File: src/rtl/mdec_pkg.sv
// Package: shared defaults and the edge event type for the Manchester byte receiver.
// Assumes: one bit cell spans CELL_CYC sample clocks; derived windows scale from it.
package mdec_pkg;
    localparam int DEF_CELL_CYC = 16;
    localparam int DEF_DATA_W   = 8;

    // Edge event from the line synchroniser: an edge was seen, and its direction.
    typedef struct packed {
        logic seen;
        logic fall;
    } line_edge_t;
endpackage

File: src/rtl/mdec_line_sync.sv
// Module: mdec_line_sync
// Purpose: brings the asynchronous serial line into the clock domain through
//          SYNC_STAGES flops and reports each level change as an edge event.
// Assumes: edges are reported only after the pipeline has filled since reset,
//          so the level held at reset release is never seen as a transition.
module mdec_line_sync
    import mdec_pkg::*;
#(
    parameter int SYNC_STAGES = 2
) (
    input  logic       clk,
    input  logic       rst_n,
    input  logic       line_in,
    output line_edge_t edge_o
);
    localparam int FILL_MAX = SYNC_STAGES + 1;
    localparam int FILL_W   = $clog2(FILL_MAX + 1);

    logic [SYNC_STAGES-1:0] stage_q;
    logic                   prev_q;
    logic [FILL_W-1:0]      fill_q;
    logic                   primed;

    // Synchroniser chain: stage 0 samples the raw line.
    always_ff @(posedge clk) begin
        if (!rst_n) begin
            stage_q <= '0;
        end else begin
            stage_q <= {stage_q[SYNC_STAGES-2:0], line_in};
        end
    end

    // History flop holding the previous synchronised level.
    always_ff @(posedge clk) begin
        if (!rst_n) begin
            prev_q <= 1'b0;
        end else begin
            prev_q <= stage_q[SYNC_STAGES-1];
        end
    end

    // Fill counter: marks when both compared levels come from real samples.
    always_ff @(posedge clk) begin
        if (!rst_n) begin
            fill_q <= '0;
        end else if (fill_q != FILL_W'(FILL_MAX)) begin
            fill_q <= fill_q + 1'b1;
        end
    end

    assign primed = (fill_q == FILL_W'(FILL_MAX));

    // Edge report: a change between the newest synchronised level and history.
    always_comb begin
        edge_o.seen = primed && (stage_q[SYNC_STAGES-1] != prev_q);
        edge_o.fall = !stage_q[SYNC_STAGES-1];
    end
endmodule

File: src/rtl/mdec_cell_timer.sv
// Module: mdec_cell_timer
// Purpose: decides which line edges are cell centres. It blanks edges that
//          come too soon after the last accepted one, restarts its timer on
//          every accepted edge, and flags a timeout when centres stop.
// Assumes: BLANK_CYC < TMO_CYC; while unlocked, the first edge is a centre.
module mdec_cell_timer
    import mdec_pkg::*;
#(
    parameter int BLANK_CYC = 12,
    parameter int TMO_CYC   = 24
) (
    input  logic       clk,
    input  logic       rst_n,
    input  line_edge_t edge_i,
    output logic       take_o,
    output logic       bit_o,
    output logic       tmo_o
);
    localparam int CNT_W = $clog2(TMO_CYC + 1);
    localparam logic [CNT_W-1:0] BLANK_C = CNT_W'(BLANK_CYC);
    localparam logic [CNT_W-1:0] TMO_C   = CNT_W'(TMO_CYC);
    localparam logic [CNT_W-1:0] LAST_C  = CNT_W'(TMO_CYC - 1);

    logic [CNT_W-1:0] cnt_q;
    logic             locked_q;

    // Acceptance: any edge while unlocked, otherwise only outside the blank window.
    assign take_o = edge_i.seen && (!locked_q || (cnt_q >= BLANK_C));
    // High-to-low centre transition carries a one.
    assign bit_o  = edge_i.fall;
    // Timeout: locked, no accepted edge, and the window is used up.
    assign tmo_o  = locked_q && !take_o && (cnt_q == LAST_C);

    // Cell timer: restarts on each accepted edge, saturates at the timeout.
    always_ff @(posedge clk) begin
        if (!rst_n) begin
            cnt_q <= '0;
        end else if (take_o) begin
            cnt_q <= '0;
        end else if (cnt_q != TMO_C) begin
            cnt_q <= cnt_q + 1'b1;
        end
    end

    // Lock state: gained on an accepted edge, lost on timeout.
    always_ff @(posedge clk) begin
        if (!rst_n) begin
            locked_q <= 1'b0;
        end else if (take_o) begin
            locked_q <= 1'b1;
        end else if (tmo_o) begin
            locked_q <= 1'b0;
        end
    end

    // An accepted edge restarts timing and holds lock.
    assert_realign_R7: assert property (@(posedge clk) disable iff (!rst_n)
        take_o |=> (cnt_q == '0) && locked_q);

    // A timeout always drops lock.
    assert_drop_lock_R8: assert property (@(posedge clk) disable iff (!rst_n)
        tmo_o |=> !locked_q);
endmodule

File: src/rtl/mdec_byte_shift.sv
// Module: mdec_byte_shift
// Purpose: shifts decoded bits MSB first. It publishes each completed byte
//          with a one-cycle strobe and keeps the error flag.
// Assumes: take_i and tmo_i are never high in the same cycle.
module mdec_byte_shift #(
    parameter int DATA_W = 8
) (
    input  logic              clk,
    input  logic              rst_n,
    input  logic              take_i,
    input  logic              bit_i,
    input  logic              tmo_i,
    output logic [DATA_W-1:0] byte_o,
    output logic              valid_o,
    output logic              err_o
);
    localparam int BC_W = $clog2(DATA_W);
    localparam logic [BC_W-1:0] LAST_BIT = BC_W'(DATA_W - 1);

    logic [DATA_W-1:0] shreg_q;
    logic [DATA_W-1:0] shnext;
    logic [BC_W-1:0]   bcnt_q;
    logic              full;

    assign shnext = {shreg_q[DATA_W-2:0], bit_i};
    assign full   = take_i && (bcnt_q == LAST_BIT);

    // Shift register: takes one bit per accepted centre edge.
    always_ff @(posedge clk) begin
        if (!rst_n) begin
            shreg_q <= '0;
        end else if (take_i) begin
            shreg_q <= shnext;
        end
    end

    // Bit counter: advances per bit, wraps on a full byte, clears on timeout.
    always_ff @(posedge clk) begin
        if (!rst_n) begin
            bcnt_q <= '0;
        end else if (tmo_i || full) begin
            bcnt_q <= '0;
        end else if (take_i) begin
            bcnt_q <= bcnt_q + 1'b1;
        end
    end

    // Output byte and strobe: loaded only when a byte completes.
    always_ff @(posedge clk) begin
        if (!rst_n) begin
            byte_o  <= '0;
            valid_o <= 1'b0;
        end else begin
            valid_o <= full;
            if (full) begin
                byte_o <= shnext;
            end
        end
    end

    // Error flag: set by timeout, cleared by a completed byte.
    always_ff @(posedge clk) begin
        if (!rst_n) begin
            err_o <= 1'b0;
        end else if (tmo_i) begin
            err_o <= 1'b1;
        end else if (full) begin
            err_o <= 1'b0;
        end
    end

    assert_strobe_single_R3: assert property (@(posedge clk) disable iff (!rst_n)
        valid_o |=> !valid_o);

    assert_byte_hold_R4: assert property (@(posedge clk) disable iff (!rst_n)
        !$stable(byte_o) |-> valid_o);

    assert_err_cause_R8: assert property (@(posedge clk) disable iff (!rst_n)
        $rose(err_o) |-> $past(tmo_i));

    assert_err_clear_R9: assert property (@(posedge clk) disable iff (!rst_n)
        valid_o |-> !err_o);
endmodule

File: src/rtl/manch_byte_rx.sv
// Module: manch_byte_rx (top)
// Purpose: Manchester byte receiver at 16x oversampling. The chain is
//          synchroniser, then centre-edge timer, then MSB-first byte assembly.
// Assumes: before a frame the line rests at the first half-cell level of its
//          first bit; windows are derived from the cell length.
module manch_byte_rx
    import mdec_pkg::*;
#(
    parameter int CELL_CYC    = DEF_CELL_CYC,
    parameter int DATA_W      = DEF_DATA_W,
    parameter int SYNC_STAGES = 2
) (
    input  logic              clk,
    input  logic              rst_n,
    input  logic              line_in,
    output logic [DATA_W-1:0] byte_out,
    output logic              byte_valid,
    output logic              err
);
    localparam int BLANK_CYC = (CELL_CYC * 3) / 4;
    localparam int TMO_CYC   = (CELL_CYC * 3) / 2;

    line_edge_t line_edge;
    logic       take;
    logic       dbit;
    logic       tmo;

    mdec_line_sync #(.SYNC_STAGES(SYNC_STAGES)) i_sync (
        .clk    (clk),
        .rst_n  (rst_n),
        .line_in(line_in),
        .edge_o (line_edge)
    );

    mdec_cell_timer #(.BLANK_CYC(BLANK_CYC), .TMO_CYC(TMO_CYC)) i_timer (
        .clk   (clk),
        .rst_n (rst_n),
        .edge_i(line_edge),
        .take_o(take),
        .bit_o (dbit),
        .tmo_o (tmo)
    );

    mdec_byte_shift #(.DATA_W(DATA_W)) i_shift (
        .clk    (clk),
        .rst_n  (rst_n),
        .take_i (take),
        .bit_i  (dbit),
        .tmo_i  (tmo),
        .byte_o (byte_out),
        .valid_o(byte_valid),
        .err_o  (err)
    );
endmodule

File: config.mk
export PLATFORM = sky130hd
export DESIGN_NAME = manch_byte_rx
export DESIGN_NICKNAME = d
export VERILOG_FILES = /design/src/rtl/mdec_pkg.sv /design/src/rtl/mdec_line_sync.sv /design/src/rtl/mdec_cell_timer.sv /design/src/rtl/mdec_byte_shift.sv /design/src/rtl/manch_byte_rx.sv
export SDC_FILE = /design/constraint.sdc
export NUM_CORES = 1
export LEC_CHECK = 0
export BUFFER_PORTS_ARGS = -buffer_cell sky130_fd_sc_hd__buf_2
export CAP_MARGIN = 20
export CORE_MARGIN = 5
export CORE_UTILIZATION = 50
export DETAILED_ROUTE_END_ITERATION = 8
export PLACE_DENSITY = 0.69
export SYNTH_ARGS = -nofsm -noshare
export SYNTH_HDL_FRONTEND = slang
export SYNTH_SLANG_ARGS = --single-unit
File: constraint.sdc
create_clock -name clk -period 1.6 [get_ports clk]
set_input_delay 0.24 -clock clk [delete_from_list [all_inputs] [get_ports clk]]
set_output_delay 0.24 -clock clk [all_outputs]
set_load 0.02 [all_outputs]
# Word level (Yosys, flattened, before mapping)

Cells that the tools add are included.

Bits in registers: 31
Output and inout port bits: 10
Word-level logic and storage cells: 39

Bitwise gates (word level): 1
Magnitude comparators: 1
Reduce and logical (&&, ||, !) cells: 14
Muxes and demuxes: 4
Eq/ne operators: 6
Add/subtract/negate cells: 3

Operator list:

| operator              | number |
|---|---|
| $add A5 B1 Y5 const B | 1 |
| $eq A5 B5 Y1 const B  | 1 |
| $ge A5 B4 Y1 const B  | 1 |
| $logic_and A1 B1 Y1   | 5 |
| $ne A5 B5 Y1 const B  | 1 |
| $mux W1               | 4 |
| $reduce_bool A2 Y1    | 2 |
| $reduce_or A2 Y1      | 2 |
| $add A3 B1 Y3 const B | 1 |
| $eq A3 B3 Y1 const B  | 1 |
| $logic_not A1 Y1      | 3 |
| $add A2 B1 Y2 const B | 1 |
| $eq A2 B2 Y1 const B  | 1 |
| $logic_or A1 B1 Y1    | 2 |
| $ne A2 B2 Y1 const B  | 1 |
| $ne A1 B1 Y1          | 1 |
| $not A1 Y1            | 1 |

# Depth between registers and ports, before layout

Gate-level depths: netlist of the first run.

Depth in word-level cells: 8
Depth in mapped cells: 6
Gate-level depth less buffers: 5

# Hierarchy

From an unflattened synthesis of the first run, not the netlist that was laid out.

Cells, all modules: 128
Area total of the unflattened synthesis: 1310.0 um^2

By module, submodules not included:

| module          | cells an instance | area an instance (um^2) | times used |
|---|---|---|---|
| mdec_byte_shift | 80                | 803.3                   | 1 |
| mdec_cell_timer | 32                | 324.1                   | 1 |
| mdec_line_sync  | 16                | 182.7                   | 1 |

# Least setup slack after synthesis of the first run

OpenSTA, ideal clock, no wires.

Path type: register to register
From: register i_shift.bcnt_q[0]
To: register i_shift.valid_o
Clock period less this slack: 1.392 ns
Arrival: 1.277 ns
Setup slack: 0.208 ns
Required time: 1.485 ns
Buffers on the path: 1
Setup time: 0.115 ns
Cell stages (with the launch flop): 7
Cells stage by stage: dfxtp_1 ha_1 ha_1 and2_1 o211a_1 buf_4 and2_1

Longest elaborated chain between the ends: 2

Ends and longest elaborated chain:

| element                | line                  | RTL |
|---|---|---|
| from (decl)            | mdec_byte_shift.sv:22 | `logic [BC_W-1:0] bcnt_q;` |
| from (signal assigned) | mdec_byte_shift.sv:44 | `bcnt_q <= bcnt_q + 1'b1;` |
| $eq A3 B3 Y1           | mdec_byte_shift.sv:26 | `assign full = take_i && (bcnt_q == LAST_BIT);` |
| $logic_and A1 B1 Y1    | mdec_byte_shift.sv:26 |  |
| to (signal assigned)   | mdec_byte_shift.sv:54 | `valid_o <= full;` |
| to (decl)              | mdec_byte_shift.sv:14 | `output logic valid_o,` |

No other way between the ends.
A chain may end at the register's enable or synchronous reset.

# Worst setup path after layout of the first run

From: register i_sync.stage_q[1]
To: register i_shift.shreg_q[0]

Longest elaborated chain between the ends: 3

Ends and longest elaborated chain:

| element                | line                  | RTL |
|---|---|---|
| from (decl)            | mdec_line_sync.sv:19  | `logic [SYNC_STAGES-1:0] stage_q;` |
| from (signal assigned) | mdec_line_sync.sv:29  | `stage_q <= {stage_q[SYNC_STAGES-2:0], line_in};` |
| $ne A1 B1 Y1           | mdec_line_sync.sv:55  | `edge_o.seen = primed && (stage_q[SYNC_STAGES-1] != prev_q);` |
| $logic_and A1 B1 Y1    | mdec_line_sync.sv:55  |  |
| $logic_and A1 B1 Y1    | mdec_cell_timer.sv:28 | `assign take_o = edge_i.seen && (!locked_q \|\| (cnt_q >= BLANK_C));` |
| to (signal assigned)   | mdec_byte_shift.sv:33 | `shreg_q <= shnext;` |
| to (decl)              | mdec_byte_shift.sv:20 | `logic [DATA_W-1:0] shreg_q;` |

Several ways; a longest one is shown, not always the timed one.

==> run_results.csv, run 1 <==
group,metric,value,unit
final_layout,regArea,621,um^2
logic_synthesis,synth.avg_cell_area,10.6,um^2
timing,rsz0062_at_grt,"no",
placement,port_buffers,12,
worst_hold_path,hold_path.class,"in -> reg",
setup_path,crit_type,"reg -> reg",
floorplanning,io_pins,13,
power,p_per_area,917,nW/um^2
cts,cts_tree,"yes",
final_layout,finalNetCount,151,
timing,fin_crit_sh,90.1,%
logic_synthesis,synth_largest_area_cell,"dfxtp_1",
logic_synthesis,synth_area,1310,um^2
logic_synthesis,synth-simple-area-share,18.6,%
timing,finalHoldViolCount,0,
cts,cts_buffer_depth,2,
setup_path,worstReg2RegStart,"i_sync.stage_q[1]$_SDFF_PN0_",
timing,slew_violations,0,
drt,drt-total-wl,2100,um
floorplanning,core_area,2500,um^2
placement,dpl.hpwl,1540,um
flow_run,drv_cap,0,
drt,drc,0,
global_routing,grt_util_all_layers,13.6,%
drt,wl_met2,1010,um
global_routing,antenna_found_initial,0,
setup_path,startpoint_type,"register",
setup_path,slowest_delay,370,ps
logic_synthesis,synth.distinct_cells,28,
logic_synthesis,ys_warn_count,0,
logic_synthesis,synth_seq_cells,31,
final_layout,syn_to_final_growth,11.8,%
cts,clock-sinks,31,
power,ir_worst_vdd,795,uV
power,power.leakage,0.628,nW
setup_path,cpMaxStageDelayCell,"dfxtp_1",
timing,setup_viol_count_final,0,
logic_synthesis,synth.area.mux_share,16.1,%
logic_synthesis,synth_flop_cell,"dfxtp_1",
drt,viasPerCell,5.16,
global_routing,grt_max_degree,16,
final_layout,fill_cells,224,
floorplanning,fp.dieArea,3750,um^2
timing,slew_headroom,80.0,%
timing,worstMarginPinSlew,298,ps
setup_path,path_buf_inv,1,
global_routing,gr-total-overflow,0,
setup_path,end_kind,"register",
final_layout,drive_gt1_share,24.3,%
logic_synthesis,syn_nets,132,
floorplanning,initial_core_util,52.5,%
logic_synthesis,synth_top_area_share,47.3,%
drt,wl_per_cell,12.0,um
setup_path,critPathArrivalTime,1700,ps
cts,cts_buffers,5,
logic_synthesis,netlist_instances,124,
cts,post_cts_buffers,0,
logic_synthesis,synth_edf_count,0,
cts,ctsHtreeMaxLevel,2,
global_routing,grt_pass1_vias,880,
cts,clockRootBuffer,"clkbuf_4",
floorplanning,die_height,61.2,um
drt,route.met3.wl,97,um
floorplanning,num_rows,18,
setup_path,worstPathRequired,1860,ps
logic_synthesis,ys_seq_area_share,47.3,%
timing,fmax,694,MHz
final_layout,multi_input_area,632,um^2
setup_path,startpoint,"i_sync.stage_q[1]$_SDFF_PN0_",
status,status,"completed",
cts,cts_resized,0,
setup_path,critPathTopFamily,"flip-flops",
worst_hold_path,hp-start,"line_in",
drt,via_count,897,
cts,insertion_delay,330,ps
timing,skew,9.59,ps
final_layout,fin_util,58.7,%
placement,finalWeightedCongestion,0.844,
logic_synthesis,synth_compound_area_share,4.10,%
cts,clk_pin_slew_worst_paths,100,ps
drt,wl_met1,932,um
floorplanning,die_w,61.2,um
cts,hold_buffers,0,
drt,first_iter_violations,23,
logic_synthesis,synthTopCellsByArea,"dfxtp_1, mux2i_1, nand2_1",
setup_path,cp_cell_sequence,"xor2_1, o211a_1, buf_4, mux2i_1",
logic_synthesis,ys_async_sr_fraction,0,%
logic_synthesis,synth_top_family_by_area,"simple AND/OR/NAND/NOR gates",
drt,ant_nets,0,
logic_synthesis,synth-xor-area-share,4.00,%
timing,post-route-min-period,1440,ps
global_routing,grt_pass1_wl,3640,um
logic_synthesis,synthAdderAreaFrac,4.77,%
timing,setup_tns,0,ps
drt,drt_pass1_iterations,4,
setup_path,path_max_fanout,5,
power,power,1.35,mW
final_layout,diodes,0,
drt,highest_layer,"met4",
[cell usage after synthesis (3+ instances only)]
cell,count
inv_1,3
ha_1,5
nand3_1,3
and2_1,6
a21oi_1,4
xor2_1,5
nand2_1,20
dfxtp_1,31
nor3_2,5
mux2i_1,17
[state kept, by name, summed over array words and instances, names as in the netlist]
signal / flops
i_timer.locked_q: 1
i_sync.stage_q: 2
i_shift.bcnt_q: 3
i_shift.shreg_q: 7
i_shift.valid_o: 1
i_shift.byte_o: 8
i_sync.fill_q: 2
i_timer.cnt_q: 5
i_shift.err_o: 1
i_sync.prev_q: 1
[cell families after synthesis]
family / Yosys count
AND/OR/NAND/NOR: 44
flip-flops: 31
XOR/XNOR: 6
buffers and inverters: 10
adder cells (fa/ha/maj): 5
AO/OA/AOI/OAI: 8
multiplexers: 20
[through the flow]
step | hold slack, ps | setup slack, ps | instance area, um^2 | instances
global placement | 418 | 97.2 | 1410 | 166
CTS | 106 | 31.4 | 1460 | 174
global route | 98.8 | 31.7 | 1470 | 174
finish | 115 | 159 | 1470 | 174
floorplan | 367 | 208 | 1310 | 124
detailed placement | 440 | 56.6 | 1410 | 166
[final timing paths]
path	endpoint	slack, ps	cells past startpoint
worst min register to register	i_sync.stage_q[1]$_SDFF_PN0_	450	1
worst max-delay path	i_shift.shreg_q[0]$_SDFFE_PN0P_	160	4
worst min-delay path	i_sync.stage_q[0]$_SDFF_PN0_	120	2
worst max register to register	i_shift.shreg_q[0]$_SDFFE_PN0P_	160	4
[per-layer routing]
| layer | global-route usage [%] | vias up |
|---|---|---|
| met2 | 23.3 | 17 |
| met1 | 13.6 | 418 |
| li1 | - | 455 |
| met4 | 7.43 | 0 |
| met5 | 0 | - |
| met3 | 6.50 | 7 |
[worst reg2reg max path, stage by stage (launching register included)]
cell and delay [ps]:
dfxtp_1 370, xor2_1 290, o211a_1 330, buf_4 200
mux2i_1 190
[power breakdown]
part | switching [mW] | internal, mW
Clock | 0.265 | 0.169
Combinational | 0.0540 | 0.0460
Sequential | 0.0164 | 0.795
[area by class of cell]
cell class / count / area share [%]
multi-input combinational: 83 / 43.1
sequential: 31 / 42.3
timing repair buffer: 19 / 7.67
clock buffer: 6 / 2.81
tap: 30 / 2.56
clock inverter: 2 / 0.853
inverter: 3 / 0.767
[cell usage in the layout, fill, tap and decap left out, drive strengths merged]
| cell type | instances |
|---|---|
| a21oi | 4 |
| and2 | 6 |
| and4b | 1 |
| buf | 19 |
| clkbuf | 6 |
| clkinv | 1 |
| clkinvlp | 1 |
| dfxtp | 31 |
| ha | 5 |
| inv | 3 |
| mux2 | 3 |
| mux2i | 17 |
| nand2 | 20 |
| nand2b | 2 |
| nand3 | 3 |
| nand4b | 1 |
| nor2 | 2 |
| nor3 | 6 |
| nor3b | 2 |
| o211a | 2 |
| o211ai | 1 |
| o22ai | 1 |
| or2b | 1 |
| xnor2 | 1 |
| xor2 | 5 |
Note: power is estimated with default switching activity, not from simulation.
==> run 2: changes to the inputs <==
--- a/config.mk
+++ b/config.mk
@@ -5,6 +5,7 @@
 export SDC_FILE = /design/constraint.sdc
 export NUM_CORES = 1
 export LEC_CHECK = 0
+export ABC_AREA = 1
 export BUFFER_PORTS_ARGS = -buffer_cell sky130_fd_sc_hd__buf_2
 export CAP_MARGIN = 20
 export CORE_MARGIN = 5
==> run 2 against run 1 <==
- critical path depth up 3
- cell count up 18%
- die area about the same
- area after synthesis about the same
- hold slack worse by 29 ps
- via count up 12%
- register-to-register slack about the same
- clock skew down 2.7 ps
- cell area up 0.51%
- first-iteration DRC count up 26%
- critical path type unchanged
==> run_results.csv, run 2 <==
group,metric,value,unit
setup_path,cp_cell_sequence,"ha_2, nand2_2, nor2_4, nand3_4, nor2_8, nand2_1, nand2_1",
drt,drc,0,
setup_path,crit_type,"reg -> reg",
final_layout,drive_gt1_share,20.5,%
setup_path,slowest_delay,380,ps
global_routing,grtUsageMet1,16.0,%
logic_synthesis,synth_area,1310,um^2
setup_path,cpMostUsedCell,"nand2_1",
cts,ctsHtreeMaxLevel,2,
timing,fin_crit_sh,90.5,%
floorplanning,core_area,2500,um^2
final_layout,top_register,"i_shift.byte_o",
setup_path,cpMaxStageDelayCell,"dfxtp_1",
global_routing,grt_max_degree,22,
logic_synthesis,synth_common_cells,"nand2_1, dfxtp_1, nor2_1, inv_1, nand3_1",
timing,skew,6.88,ps
logic_synthesis,ys_warn_count,0,
final_layout,fill_cells,225,
timing,worstMarginPinSlew,271,ps
final_layout,largest_reg_flops,8,
power,ir_worst_vdd,867,uV
placement,port_buffers,12,
final_layout,final_cell_mix,"nand2_1, dfxtp_1, nor2_1, inv_1, nand3_1",
logic_synthesis,ys_seq_area_share,47.3,%
floorplanning,die_w,61.2,um
power,power,1.59,mW
power,p_per_area,1080,nW/um^2
final_layout,syn_to_final_growth,12.5,%
final_layout,diodes,0,
logic_synthesis,synth_top_area_share,47.3,%
logic_synthesis,synth.avg_cell_area,8.25,um^2
worst_hold_path,hold_path.class,"in -> reg",
timing,slew_violations,0,
drt,wl_per_cell,11.0,um
setup_path,startpoint_type,"register",
drt,via_count,1004,
cts,cts_buffers,5,
placement,finalWeightedCongestion,0.841,
global_routing,grt_util_all_layers,14.9,%
timing,setup_viol_count_final,0,
global_routing,grt_pass1_vias,939,
status,status,"completed",
timing,fmax,690,MHz
logic_synthesis,synth_seq_cells,31,
power,power.leakage,0.692,nW
global_routing,antenna_found_initial,0,
cts,cts_tree,"yes",
timing,rsz0062_at_grt,"no",
timing,finalHoldViolCount,0,
flow_run,drv_cap,0,
final_layout,largestRegisters,"i_shift.byte_o (8), i_shift.shreg_q (7), i_timer.cnt_q (5)",
global_routing,grt_pass1_wl,3990,um
global_routing,gr-total-overflow,0,
setup_path,critPathArrivalTime,1730,ps
logic_synthesis,synth.most_common_cell,"nand2_1",
logic_synthesis,netlist_instances,159,
final_layout,finalNetCount,183,
global_routing,busiest_layer,"met2",
setup_path,path_max_fanout,11,
final_layout,layout_commonest_cell,"nand2_1",
global_routing,grt_use_met3,6.71,%
global_routing,use_met2,24.3,%
placement,dpl.hpwl,1670,um
timing,post-route-min-period,1450,ps
logic_synthesis,synth_edf_count,0,
drt,viasPerCell,4.87,
final_layout,multi_input_area,596,um^2
drt,drt-total-wl,2260,um
drt,ant_nets,0,
setup_path,end_kind,"register",
final_layout,fin_util,59.0,%
logic_synthesis,synth.distinct_cells,23,
logic_synthesis,syn_nets,167,
logic_synthesis,synth_flop_cell,"dfxtp_1",
logic_synthesis,synth_largest_area_cell,"dfxtp_1",
cts,clockRootBuffer,"clkbuf_4",
final_layout,regArea,621,um^2
timing,setup_tns,0,ps
cts,insertion_delay,330,ps
logic_synthesis,synthTopCellsByArea,"dfxtp_1, nand2_1, nor2_1",
floorplanning,initial_core_util,52.5,%
cts,cts_buffer_depth,2,
drt,first_iter_violations,29,
floorplanning,num_rows,18,
timing,slew_headroom,81.9,%
logic_synthesis,ys_async_sr_fraction,0,%
setup_path,worstPathRequired,1880,ps
floorplanning,fp.dieArea,3750,um^2
cts,clock-sinks,31,
floorplanning,io_pins,13,
cts,clk_pin_slew_worst_paths,100,ps
cts,post_cts_buffers,0,
drt,drt_pass1_iterations,4,
cts,hold_buffers,0,
floorplanning,die_height,61.2,um
## run 2: cell types whose count changed after synthesis, moves of 10 or more
cell / change
nand2_1: +13
nor2_1: +20
inv_1: +14
o21ai_0: +10
nand3_1: +10
mux2i_1: -17
## run 2: power breakdown
group | switching [mW] | internal, mW
logic | 0.0745 | 0.0486
clock network | 0.268 | 0.369
registers | 0.0267 | 0.805
total | 0.370 | 1.22
## run 2: metrics by stage
| stage | cells | cell area [um^2] | hold WS, ps | worst slack [ps] |
|---|---|---|---|---|
| 3_3_place_gp | 198 | 1390 | 394 | 219 |
| 3_5_place_dp | 198 | 1390 | 417 | 136 |
| 4_1_cts | 206 | 1470 | 67.9 | 114 |
| 2_1_floorplan | 159 | 1310 | 338 | 309 |
| 6_report | 206 | 1480 | 86.2 | 152 |
| 5_1_grt | 206 | 1480 | 82.7 | 29.4 |
## run 2: per-layer routing
metal	part of all wire [%]	wire length (um)
met3	6.1	138
met2	46	1050
met1	45	1010
met5	0	0
met4	2.9	66
## run 2: cells by family after synthesis
kind of cell / after synthesis / synth area share, %
compound gates: 15 / 5.73
xor+xnor: 3 / 2.00
fa+ha+maj: 5 / 4.77
buf+inv: 22 / 7.44
flops: 31 / 47.3
simple gates: 83 / 32.7
## run 2: cell type report
cell class              count  area share, %
repair buffers             13           4.58
well taps                  30           2.54
clock buffers               6           3.48
multi-input cells         106           40.4
flip-flops and latches     31           42.1
inverters                  18           4.58
clock inverters             2           2.37
## run 2: final timing paths
path	from	to	slack, ps	depth (start not counted)
worst max-delay path	i_sync.fill_q[0]$_SDFFE_PN0N_	i_shift.byte_o[1]$_SDFFE_PN0P_	150	7
worst min-delay path	line_in	i_sync.stage_q[0]$_SDFF_PN0_	90	3
worst max register to register	i_sync.fill_q[0]$_SDFFE_PN0N_	i_shift.byte_o[1]$_SDFFE_PN0P_	150	7
worst min register to register	i_sync.stage_q[0]$_SDFF_PN0_	i_sync.stage_q[1]$_SDFF_PN0_	430	2
## run 2: worst max-delay path, delay by kind of cell (launching register included)
family	cells	cell delay (ps)
flip-flops	1	380
AND/OR/NAND/NOR	6	780
adder cells (fa/ha/maj)	1	250
## run 2: timing repair
item / in CTS / in global routing
endpoints found under the hold margin: 0 / 0
gates resized for setup: 0 / 1
endpoints found under the setup margin: 0 / 3
==> run 3: changes to the inputs <==
--- a/config.mk
+++ b/config.mk
@@ -12,6 +12,7 @@
 export CORE_UTILIZATION = 50
 export DETAILED_ROUTE_END_ITERATION = 8
 export PLACE_DENSITY = 0.69
+export RECOVER_POWER = 25
 export SYNTH_ARGS = -nofsm -noshare
 export SYNTH_HDL_FRONTEND = slang
 export SYNTH_SLANG_ARGS = --single-unit
==> run 3 against run 2 <==
- worst setup slack got worse by 6.4 ps
- register-to-register slack is essentially flat
- cell count is the same
- flip-flop and latch count did not move
- non-clock buffer count unchanged
- clock skew about the same
- first-iteration DRC count increased by 3.4%
- sequential power hardly changed
- clock power barely moved
- wire length is 0.88% higher
- highest routed layer unchanged
==> run_results.csv, run 3 (synthesized netlist as in run 2, its figures left out) <==
group,metric,value,unit
drt,via_count,1005,
power,power,1.59,mW
placement,dpl.hpwl,1670,um
final_layout,top_register,"i_shift.byte_o",
global_routing,grt_pass1_wl,3990,um
worst_hold_path,hp-start,"line_in",
flow_run,drv_cap,0,
placement,finalWeightedCongestion,0.841,
setup_path,path_max_fanout,11,
final_layout,final_area,1460,um^2
floorplanning,initial_core_util,52.5,%
cts,clock-sinks,31,
floorplanning,io_pins,13,
global_routing,grt_max_degree,22,
timing,rsz0062_at_grt,"no",
final_layout,diodes,0,
setup_path,worstReg2RegStart,"i_sync.fill_q[0]$_SDFFE_PN0N_",
setup_path,startpoint_type,"register",
timing,setup_tns,0,ps
setup_path,r2r_cells,7,
cts,insertion_delay,330,ps
final_layout,final_cell_mix,"nand2_1, dfxtp_1, nor2_1, inv_1, nand3_1",
final_layout,layout_commonest_cell,"nand2_1",
setup_path,end_kind,"register",
drt,first_iter_violations,30,
power,power.leakage,0.664,nW
cts,cts_buffer_depth,2,
drt,wl_per_cell,11.1,um
final_layout,finalNetCount,183,
setup_path,reg2reg_to,"i_shift.byte_o[1]$_SDFFE_PN0P_",
timing,worstMarginPinSlew,842,ps
setup_path,crit_type,"reg -> reg",
status,status,"completed",
final_layout,fin_util,58.6,%
timing,finalHoldViolCount,0,
drt,viasPerCell,4.88,
floorplanning,core_area,2500,um^2
cts,cts_tree,"yes",
timing,fin_crit_sh,90.9,%
timing,fmax,687,MHz
placement,dpl_cell_area,1390,um^2
cts,hold_buffers,0,
setup_path,critPathArrivalTime,1730,ps
timing,slew_violations,0,
setup_path,reg2reg_slack,150,ps
timing,slew_headroom,43.9,%
timing,post-route-min-period,1450,ps
placement,pre_cts_ws,136,ps
final_layout,largest_reg_flops,8,
cts,cts_buffers,5,
floorplanning,fp.dieArea,3750,um^2
global_routing,grt_pass1_vias,939,
floorplanning,die_height,61.2,um
worst_hold_path,holdPathEnd,"i_sync.stage_q[0]$_SDFF_PN0_",
floorplanning,die_w,61.2,um
floorplanning,num_rows,18,
final_layout,syn_to_final_growth,11.6,%
timing,setup_viol_count_final,0,
drt,drc,0,
final_layout,largestRegisters,"i_shift.byte_o (8), i_shift.shreg_q (7), i_timer.cnt_q (5)",
power,ir_worst_vdd,866,uV
cts,clk_pin_slew_worst_paths,100,ps
timing,skew,7.05,ps
drt,drt_pass1_iterations,4,
timing,worst_slack,145,ps
power,p_per_area,1090,nW/um^2
cts,ctsHtreeMaxLevel,2,
global_routing,antenna_found_initial,0,
worst_hold_path,hold_depth,3,
setup_path,worstPathRequired,1880,ps
global_routing,grt_util_all_layers,14.9,%
drt,ant_nets,0,
worst_hold_path,hold_path.class,"in -> reg",
cts,clockRootBuffer,"clkbuf_4",
final_layout,drive_gt1_share,16.5,%
placement,port_buffers,12,
drt,drt-total-wl,2280,um
global_routing,gr-total-overflow,0,
-- run 3: cell types whose count changed in the layout (fill, tap and decap cells not counted) --
| cell | before | now |
|---|---|---|
| buf_4 | 1 | 0 |
| clkbuf_1 | 0 | 7 |
| buf_2 | 12 | 6 |
-- run 3: stage by stage --
step	hold WS (ps)	instances
after floorplan	338	159
after global placement	394	198
after detailed placement	417	198
after CTS	67.9	206
after global routing	82.7	206
final	85.7	206
-- run 3: worst max path at each step --
stage,start,slack [ps],cells past startpoint,endpoint
2_1_floorplan,i_sync.fill_q[0]$_SDFFE_PN0N_,310,7,i_shift.bcnt_q[0]$_SDFFE_PP0P_
3_3_place_gp,i_sync.fill_q[0]$_SDFFE_PN0N_,220,7,i_shift.byte_o[0]$_SDFFE_PN0P_
3_5_place_dp,i_sync.fill_q[0]$_SDFFE_PN0N_,140,7,i_shift.byte_o[1]$_SDFFE_PN0P_
4_1_cts,i_sync.fill_q[0]$_SDFFE_PN0N_,110,7,i_shift.byte_o[1]$_SDFFE_PN0P_
5_1_grt,i_sync.fill_q[0]$_SDFFE_PN0N_,30,7,i_shift.byte_o[5]$_SDFFE_PN0P_
6_report,i_sync.fill_q[0]$_SDFFE_PN0N_,150,7,i_shift.byte_o[1]$_SDFFE_PN0P_
-- run 3: layout make-up --
class / instances / area [um^2]
Clock inverter: 2 / 35.0
Timing Repair Buffer: 13 / 56.3
Fill cell: 228 / 1040
Clock buffer: 6 / 51.3
Tap cell: 30 / 37.5
Sequential cell: 31 / 621
Inverter: 18 / 67.6
Multi-Input combinational cell: 106 / 596
-- run 3: power by group --
group          internal (mW)  switching (mW)
clock network          0.369           0.268
logic                 0.0472          0.0744
registers              0.805          0.0267
-- run 3: worst max-delay path: stages, from the launching register on --
cell,delay [ps]
dfxtp_1,380
ha_2,250
nand2_2,80
nor2_4,170
nand3_4,210
nor2_8,190
nand2_1,70
nand2_1,60
-- run 3: repair_timing --
| action | 4_1_cts | 5_1_grt |
|---|---|---|
| buffers inserted | 0 | 0 |
| resized for setup | 0 | 1 |
| endpoints found under the setup margin | 0 | 3 |
-- run 3: routing by layer --
metal | routed length [um] | global-route usage [%]
met2 | 1060 | 24.3
met3 | 145 | 6.71
met5 | 0 | 0
met4 | 66 | 8.36
met1 | 1010 | 16.0
